## config.mk

```make
export PLATFORM = sky130hd
export DESIGN_NAME = tag_cam_fa
export DESIGN_NICKNAME = d
export VERILOG_FILES = /design/src/rtl/tcam_pkg.sv /design/src/rtl/tcam_match.sv /design/src/rtl/tcam_prienc.sv /design/src/rtl/tcam_victim.sv /design/src/rtl/tag_cam_fa.sv
export SDC_FILE = /design/constraint.sdc
export NUM_CORES = 1
export LEC_CHECK = 0
export BUFFER_PORTS_ARGS = -buffer_cell sky130_fd_sc_hd__buf_2
export CAP_MARGIN = 20
export CORE_MARGIN = 2
export CORE_UTILIZATION = 34
export CTS_CLUSTER_DIAMETER = 100
export DETAILED_ROUTE_END_ITERATION = 10
export GPL_TIMING_DRIVEN = 1
export PLACE_DENSITY = 0.59
export SYNTH_ARGS = -nofsm -noshare
export SYNTH_HDL_FRONTEND = slang
export SYNTH_SLANG_ARGS = --single-unit
```

## constraint.sdc

```tcl
create_clock -name clk -period 5 [get_ports clk]
set_clock_uncertainty 0.05 [all_clocks]
set_input_delay 0.25 -clock clk [delete_from_list [all_inputs] [get_ports clk]]
set_output_delay 0.25 -clock clk [all_outputs]
set_load 0.005 [all_outputs]
```

## src/rtl/tcam_pkg.sv

```systemverilog
`timescale 1ns/1ps
package tcam_pkg;
  localparam int unsigned TCAM_ADDR_W = 32;
  localparam int unsigned TCAM_OFFS_W = 5;
  localparam int unsigned TCAM_TAG_W  = TCAM_ADDR_W - TCAM_OFFS_W;

  function automatic int unsigned idx_width(input int unsigned n);
    return (n > 1) ? $clog2(n) : 1;
  endfunction
endpackage

```

## src/rtl/tcam_match.sv

```systemverilog
`timescale 1ns/1ps
module tcam_match #(
  parameter int unsigned ENTRIES = 8,
  parameter int unsigned TAG_W   = 27
) (
  input  logic [ENTRIES-1:0]            valid,
  input  logic [ENTRIES-1:0][TAG_W-1:0] tags,
  input  logic [TAG_W-1:0]              key,
  output logic [ENTRIES-1:0]            match
);
  for (genvar g = 0; g < ENTRIES; g++) begin : g_cmp
    assign match[g] = valid[g] && (tags[g] == key);
  end
endmodule

```

## src/rtl/tcam_prienc.sv

```systemverilog
`timescale 1ns/1ps
module tcam_prienc #(
  parameter int unsigned ENTRIES = 8,
  parameter int unsigned IDX_W   = 3
) (
  input  logic [ENTRIES-1:0] req,
  output logic               any,
  output logic [IDX_W-1:0]   idx,
  output logic               multi
);
  always_comb begin
    idx = '0;
    for (int i = ENTRIES - 1; i >= 0; i--) begin
      if (req[i]) idx = IDX_W'(i);
    end
  end

  assign any   = |req;
  assign multi = ($countones(req) > 1);
endmodule

```

## src/rtl/tcam_victim.sv

```systemverilog
`timescale 1ns/1ps
module tcam_victim #(
  parameter int unsigned ENTRIES = 8,
  parameter int unsigned IDX_W   = 3
) (
  input  logic               clk,
  input  logic               rst_n,
  input  logic [ENTRIES-1:0] valid,
  input  logic               adv,
  output logic [IDX_W-1:0]   vic,
  output logic               full
);
  localparam logic [IDX_W-1:0] LAST = IDX_W'(ENTRIES - 1);

  logic [IDX_W-1:0] rr_q, rr_d;
  logic [IDX_W-1:0] free_idx;
  logic             rr_en;

  always_comb begin
    free_idx = '0;
    for (int i = ENTRIES - 1; i >= 0; i--) begin
      if (!valid[i]) free_idx = IDX_W'(i);
    end
  end

  assign full  = &valid;
  assign vic   = full ? rr_q : free_idx;
  assign rr_en = adv && full;

  always_comb begin
    rr_d = rr_q;
    if (rr_en) rr_d = (rr_q == LAST) ? '0 : rr_q + 1'b1;
  end

  always_ff @(posedge clk or negedge rst_n) begin
    if (!rst_n)     rr_q <= '0;
    else if (rr_en) rr_q <= rr_d;
  end

  AST_RR_STEP: assert property (@(posedge clk) disable iff (!rst_n)
    (adv && full) |=> (rr_q == (($past(rr_q) == LAST) ? '0 : $past(rr_q) + 1'b1)));
  AST_RR_HOLD: assert property (@(posedge clk) disable iff (!rst_n)
    !(adv && full) |=> $stable(rr_q));
  AST_VIC_FREE: assert property (@(posedge clk) disable iff (!rst_n)
    !full |-> !valid[vic]);
endmodule

```

## src/rtl/tag_cam_fa.sv

```systemverilog
`timescale 1ns/1ps
module tag_cam_fa
  import tcam_pkg::*;
#(
  parameter int unsigned ENTRIES = 8,
  parameter int unsigned ADDR_W  = TCAM_ADDR_W,
  parameter int unsigned OFFS_W  = TCAM_OFFS_W,
  parameter int unsigned IDX_W   = idx_width(ENTRIES),
  parameter int unsigned TAG_W   = ADDR_W - OFFS_W
) (
  input  logic              clk,
  input  logic              rst_n,
  input  logic [ADDR_W-1:0] lk_addr,
  output logic              lk_hit,
  output logic [IDX_W-1:0]  lk_entry,
  output logic [OFFS_W-1:0] lk_offset,
  output logic              lk_multi,
  input  logic              fill_en,
  input  logic [TAG_W-1:0]  fill_tag,
  input  logic              flush,
  output logic [IDX_W-1:0]  vic_entry,
  output logic              vic_full
);
  logic [ENTRIES-1:0]            valid_q, valid_d;
  logic [ENTRIES-1:0][TAG_W-1:0] tag_q;
  logic [ENTRIES-1:0]            match;
  logic [TAG_W-1:0]              lk_tag;
  logic                          wr_en;

  assign lk_tag    = lk_addr[ADDR_W-1:OFFS_W];
  assign lk_offset = lk_addr[OFFS_W-1:0];
  assign wr_en     = fill_en && !flush;

  tcam_match #(.ENTRIES(ENTRIES), .TAG_W(TAG_W)) u_match (
    .valid (valid_q),
    .tags  (tag_q),
    .key   (lk_tag),
    .match (match)
  );

  tcam_prienc #(.ENTRIES(ENTRIES), .IDX_W(IDX_W)) u_enc (
    .req   (match),
    .any   (lk_hit),
    .idx   (lk_entry),
    .multi (lk_multi)
  );

  tcam_victim #(.ENTRIES(ENTRIES), .IDX_W(IDX_W)) u_vic (
    .clk   (clk),
    .rst_n (rst_n),
    .valid (valid_q),
    .adv   (wr_en),
    .vic   (vic_entry),
    .full  (vic_full)
  );

  always_comb begin
    valid_d = valid_q;
    if (flush)      valid_d = '0;
    else if (wr_en) valid_d[vic_entry] = 1'b1;
  end

  always_ff @(posedge clk or negedge rst_n) begin
    if (!rst_n) valid_q <= '0;
    else        valid_q <= valid_d;
  end

  // Tag storage carries no reset; entries are qualified by valid_q.
  always_ff @(posedge clk) begin
    if (wr_en) tag_q[vic_entry] <= fill_tag;
  end

  AST_HIT_IS_MATCH: assert property (@(posedge clk) disable iff (!rst_n)
    lk_hit |-> (valid_q[lk_entry] && tag_q[lk_entry] == lk_tag));
  AST_MULTI_NEEDS_HIT: assert property (@(posedge clk) disable iff (!rst_n)
    lk_multi |-> lk_hit);
  AST_MISS_ENTRY_ZERO: assert property (@(posedge clk) disable iff (!rst_n)
    !lk_hit |-> (lk_entry == '0));
  AST_FILL_SETS_VALID: assert property (@(posedge clk) disable iff (!rst_n)
    wr_en |=> valid_q[$past(vic_entry)]);
  AST_FLUSH_CLEARS: assert property (@(posedge clk) disable iff (!rst_n)
    flush |=> (valid_q == '0));
endmodule

```

After elaboration in Yosys (flattened, before gate mapping)
Index checks and enable logic that the tools add are counted.
- $add $sub $neg: 8
- magnitude comparators: 3
- eq/ne operators: 9
- multiplexer cells: 25
- bitwise operators: 1
- reductions and logical operators: 15
- operators with widths (cell ; number):
    bitwise mux 216 bit ; 1
    == test 27 bit ; 8
    adder 32 bit ; 3
    demux 27 bit (select 3 bit) ; 1
    2-to-1 mux 3 bit ; 18
    greater-than comparator 32 x 2 -> 1 bit, second input constant ; 1
    2-to-1 mux 27 bit ; 1
    2-to-1 mux 8 bit ; 2
    logical AND 1 bit ; 11
    adder 1 x 1 -> 2 bit ; 4
    OR 8 bit ; 1
    AND reduction 8 bit ; 1
    OR reduction 8 bit ; 1
    less-than comparator 3 x 4 -> 1 bit, second input constant ; 1
    adder 3 x 1 -> 3 bit, second input constant ; 1
    demux 1 bit (select 3 bit) ; 1
    == test 3 bit, second input constant ; 1
    greater-or-equal comparator 3 x 1 -> 1 bit, second input constant ; 1
    nonzero test 2 bit ; 1
    logical NOT 1 bit ; 1
    2-to-1 mux 1 bit ; 1
- register bits after elaboration: 227
- input bits: 63
- word-level logic and storage cells: 71

Longest topological paths before layout
- depth in word-level cells: 16
- mapped depth: 16
- depth with buffers taken out: 15

Modules after synthesis
A second synthesis with hierarchy kept.
- cell total of the unflattened synthesis: 651
- area, all modules: 10228.6 sq um
- modules (own cells, without submodules) (module ; times used ; cells an instance ; area an instance (sq um) ; sequential area each (sq um)):
    tag_cam_fa ; 1 ; 271 ; 6966.7 ; 6686.4
    tcam_match ; 1 ; 315 ; 2692.6 ; 0.0
    tcam_prienc ; 1 ; 40 ; 307.8 ; 0.0
    tcam_victim ; 1 ; 25 ; 261.5 ; 75.1

Least setup slack after synthesis
No wires, ideal clock.
- path kind: reg2reg
- start point: reg valid_q[6] (netlist name)
- end point: reg tag_q[0] (netlist bit) (enable)
- library setup time: 0.445 ns
- arrival time: 3.272 ns
- required time: 4.505 ns
- path slack: 1.233 ns
- stages on the path, launching flop included: 8
- buffers on the path: 0
- period minus slack after synthesis: 3.767 ns
- cell sequence: dfrtp_1 > inv_1 > o21ai_0 > a21oi_1 > o21ai_0 > a22oi_2 > clkinv_1 > nor3_1
- RTL lines (item ; RTL line ; text):
    end signal, assigned by index ; tag_cam_fa.sv:70 ; if (wr_en) tag_q[vic_entry] <= fill_tag;
    end, declared ; tag_cam_fa.sv:25 ; logic [ENTRIES-1:0][TAG_W-1:0] tag_q;

Worst setup path after layout
- start point: reg tag_q[185] (netlist bit)
- end point: out lk_multi
- cells in the longest elaborated chain, start to end: 6
- ends and longest elaborated chain (item ; RTL line ; text):
    == test 27 bit ; tcam_match.sv:12 ; assign match[g] = valid[g] && (tags[g] == key);
    logical AND 1 bit ; tcam_match.sv:12 ;
    adder 1 x 1 -> 2 bit (not written as such) ; tcam_prienc.sv:19 ; assign multi = ($countones(req) > 1);
    adder 32 bit (not written as such) (2 in a row) ; tcam_prienc.sv:19 ;
    greater-than comparator 32 x 2 -> 1 bit ; tcam_prienc.sv:19 ;
    end, declared ; tag_cam_fa.sv:17 ; output logic lk_multi,
Every way passes these cells.

==> metrics.json <==
{
  "synth": {
    "ys_dominant_reg_cell": "edfxtp_1",
    "synth-edff-count": 216,
    "synth_cell_type_count": 36,
    "synth_warnings": 0,
    "yosys.area.top_type_share_pct": 63.2,
    "post_synth_instance_area_mm2": 0.0103,
    "async_reset_ff_share_pct": 4.85,
    "synth_seq_cells": 227,
    "synth.most_common_cell": "edfxtp_1",
    "synth.cells.most_frequent": "edfxtp_1 (216), xor2_1 (112), xnor2_1 (104)",
    "synth_cells": 688,
    "synthTopCellsByArea": "edfxtp_1 (63%), xor2_1 (9.6%), xnor2_1 (8.9%), nand4_1 (2.9%), nor4_1 (2.7%)",
    "synth_area_leader_cell": "edfxtp_1",
    "mappedNetlistNets": 768,
    "postSynthAreaPerCell_um2": 14.9,
    "ys_seq_area_share_pct": 65.9
  },
  "power": {
    "cellLeakagePower_nw": 4.07,
    "pwr_density_cell_mw_per_mm2": 360,
    "vdd.ir_drop.worst_uv": 238,
    "report.power.total_w": 0.00434
  },
  "global_routing": {
    "grt_first_pass_wirelength_mm": 42.0,
    "top_usage_layer": "met2",
    "grt_use_met2_pct": 30.9,
    "overflow": 0,
    "grt_start_max_net_pins": 28,
    "globalRouteTotalUtil_pct": 18.8,
    "first_global_vias": 5839,
    "antenna_found_initial": 0,
    "use_met3_pct": 2.14,
    "use_met1_pct": 26.8
  },
  "clock_network": {
    "number_of_cts_inserted_buffers": 26,
    "cts.clk_slew.worst_paths_ps": 60,
    "cts_max_path_buffers": 3,
    "cts_root_buf": "clkbuf_16",
    "htree_levels": 1,
    "clk-insertion-delay-late_ps": 530,
    "clock_sink_count": 227,
    "cts_tree": "done"
  },
  "layout": {
    "multiInputGateArea_mm2": 0.00321,
    "fillers": 2768,
    "area_growth_pct": 17.5,
    "layout-drive-gt1-share_pct": 16.2,
    "design.final.nets": 857,
    "antenna_cell_count": 0,
    "area.sequential_mm2": 0.00676
  },
  "hold_path": {
    "worstHoldEndpoint": "tag_q[16]",
    "hold_path.startpoint": "fill_tag[16]",
    "hp-class": "input port to flop",
    "whs_path_depth": 1
  },
  "timing": {
    "period_share_pct": 95.2,
    "setup_viol": 0,
    "hold_slack_ps": 15.3,
    "worstMarginPinSlew_ps": 1070,
    "hold_viol": 0,
    "max_clock_freq_ghz": 0.210,
    "timing.final.crit_period_ps": 4760,
    "post-route-worst-setup-slack_ps": 239,
    "timing_max_transition_violations_final": 0,
    "setup_repair_after_global_routing_missed_its_margin": "no",
    "timing.max_slew.rel_slack_pct": 28.7,
    "final.setup.tns_ps": 0
  },
  "critical_path": {
    "worst_reg2reg_path_length_in_cells": 7,
    "criticalPathCategory": "flop to primary output",
    "crit_chain": "xor2_1 -> nor4_1 -> nand4_1 -> inv_1 -> ha_1 -> inv_1 -> fa_1 -> inv_1 -> fa_1 -> ha_1 -> inv_1 -> fa_1 -> nand3b_1 -> buf_2",
    "critical_path_required_ps": 4700,
    "rrSetupSlack_ps": 1710,
    "critical_path.reg2reg.endpoint": "tag_q[175]",
    "crit_path_max_incr_delay_ps": 790,
    "cp_data_arrival_time_ps": 4460,
    "worst_path_fanout_max": 3,
    "path_common_cell": "inv_1",
    "end_kind": "primary output",
    "cp_slowest_cell": "nor4_1",
    "worst_setup_path_start_kind": "flop",
    "worst_r2r_startpoint": "valid_q[6]"
  },
  "detailed_routing": {
    "routed-via-count": 6013,
    "detail-route-antenna-nets": 0,
    "detail_routed_net_length_per_standard_cell_um": 24.8,
    "drc_errors": 0,
    "routed_wirelength_mm": 29.4,
    "drt_pre_antenna_iters": 5,
    "drtIter0Drc": 662,
    "drt-vias-per-instance": 5.07
  },
  "placement": {
    "place.gp.congestion": 0.977,
    "post-dp-hpwl_mm": 20.9,
    "dp_worst_setup_slack_ps": 757,
    "count_of_input_and_output_buffers": 66
  },
  "floorplanning": {
    "die_width_um": 178,
    "core_region_area_mm2": 0.0296,
    "num_rows": 63,
    "area_enclosed_by_the_die_boundary_mm2": 0.0316,
    "starting_density_of_the_core_pct": 34.6,
    "die_y_um": 178,
    "io_pins": 77
  },
  "job": {
    "max-cap-violations": 0
  },
  "run_status": {
    "outcome": "finished clean"
  }
}
what timing repair did:
action	4_1_cts	5_1_grt
buffers inserted	0	0
hold buffers	18	0
endpoints found under the hold margin	140	0
gates resized for setup	0	0
logic make-up after synthesis:
logic type	after synthesis	share of synthesized area, %
compound gates	18	1.32
xor+xnor	216	18.4
fa+ha+maj	17	2.37
buf+inv	65	3.32
flops	227	65.9
mux	3	0.329
simple gates	142	8.32
registers in the layout, summed over array words and instances (netlist names):
name        flops
tag_q         216
valid_q         8
u_vic.rr_q      3
report_power, final:
part	switching [W]	internal, W	leakage, nW	total [W]
clock network	0.000766	0.00114	0.416	0.00190
registers	0.0000141	0.00211	2.10	0.00213
logic	0.000216	0.0000983	1.55	0.000314
routing by layer:
layer  up-vias  wire length (um)
met4         0               625
met2       221             14000
li1       2704                 -
met5         -                 0
met3        45              1560
met1      3043             13300
how the worst max path moves through the flow:
stage | from | end | depth (start not counted)
after floorplan | valid_q[6] | tag_q[0] | 7
after global placement | lk_addr[6] | lk_multi | 16
after detailed placement | lk_addr[28] | lk_multi | 15
after CTS | tag_q[109] | lk_multi | 15
after global routing | tag_q[185] | lk_multi | 14
final | tag_q[185] | lk_multi | 14
layout by cell type (no fill, tap or decap), types with 13 or more instances in the layout:
cell	instances
edfxtp_1	216
xor2_1	112
xnor2_1	104
buf_2	66
nand4_1	48
nor4_1	45
inv_1	30
clkbuf_16	27
dlygate4sd3_1	18
ha_1	13
cell type report:
cell class | count | area share (%)
well taps | 390 | 4.05
multi-input cells | 396 | 26.6
flip-flops and latches | 227 | 56.1
repair buffers | 95 | 5.19
inverters | 31 | 0.966
clock buffers | 38 | 6.20
clock inverters | 9 | 0.872
metrics by stage:
| stage | utilization, % | cell area (um2) | instances |
|---|---|---|---|
| finish | 40.7 | 12100 | 1186 |
| detailed placement | 37.0 | 11000 | 1119 |
| CTS | 40.5 | 12000 | 1184 |
| global placement | 37.0 | 11000 | 1119 |
| global route | 40.7 | 12100 | 1186 |
| floorplan | - | 10300 | 688 |
worst max-delay path: cells and delay by family (launching register included):
kind                       cells  cell delay, ps
xor gates and xnor gates       1             160
adders and majority gates      5            1820
buffers and inverters          5             410
DFF                            1             390
and+or+nand+nor                3            1140
No activity file was read; power rests on OpenSTA's default activity.
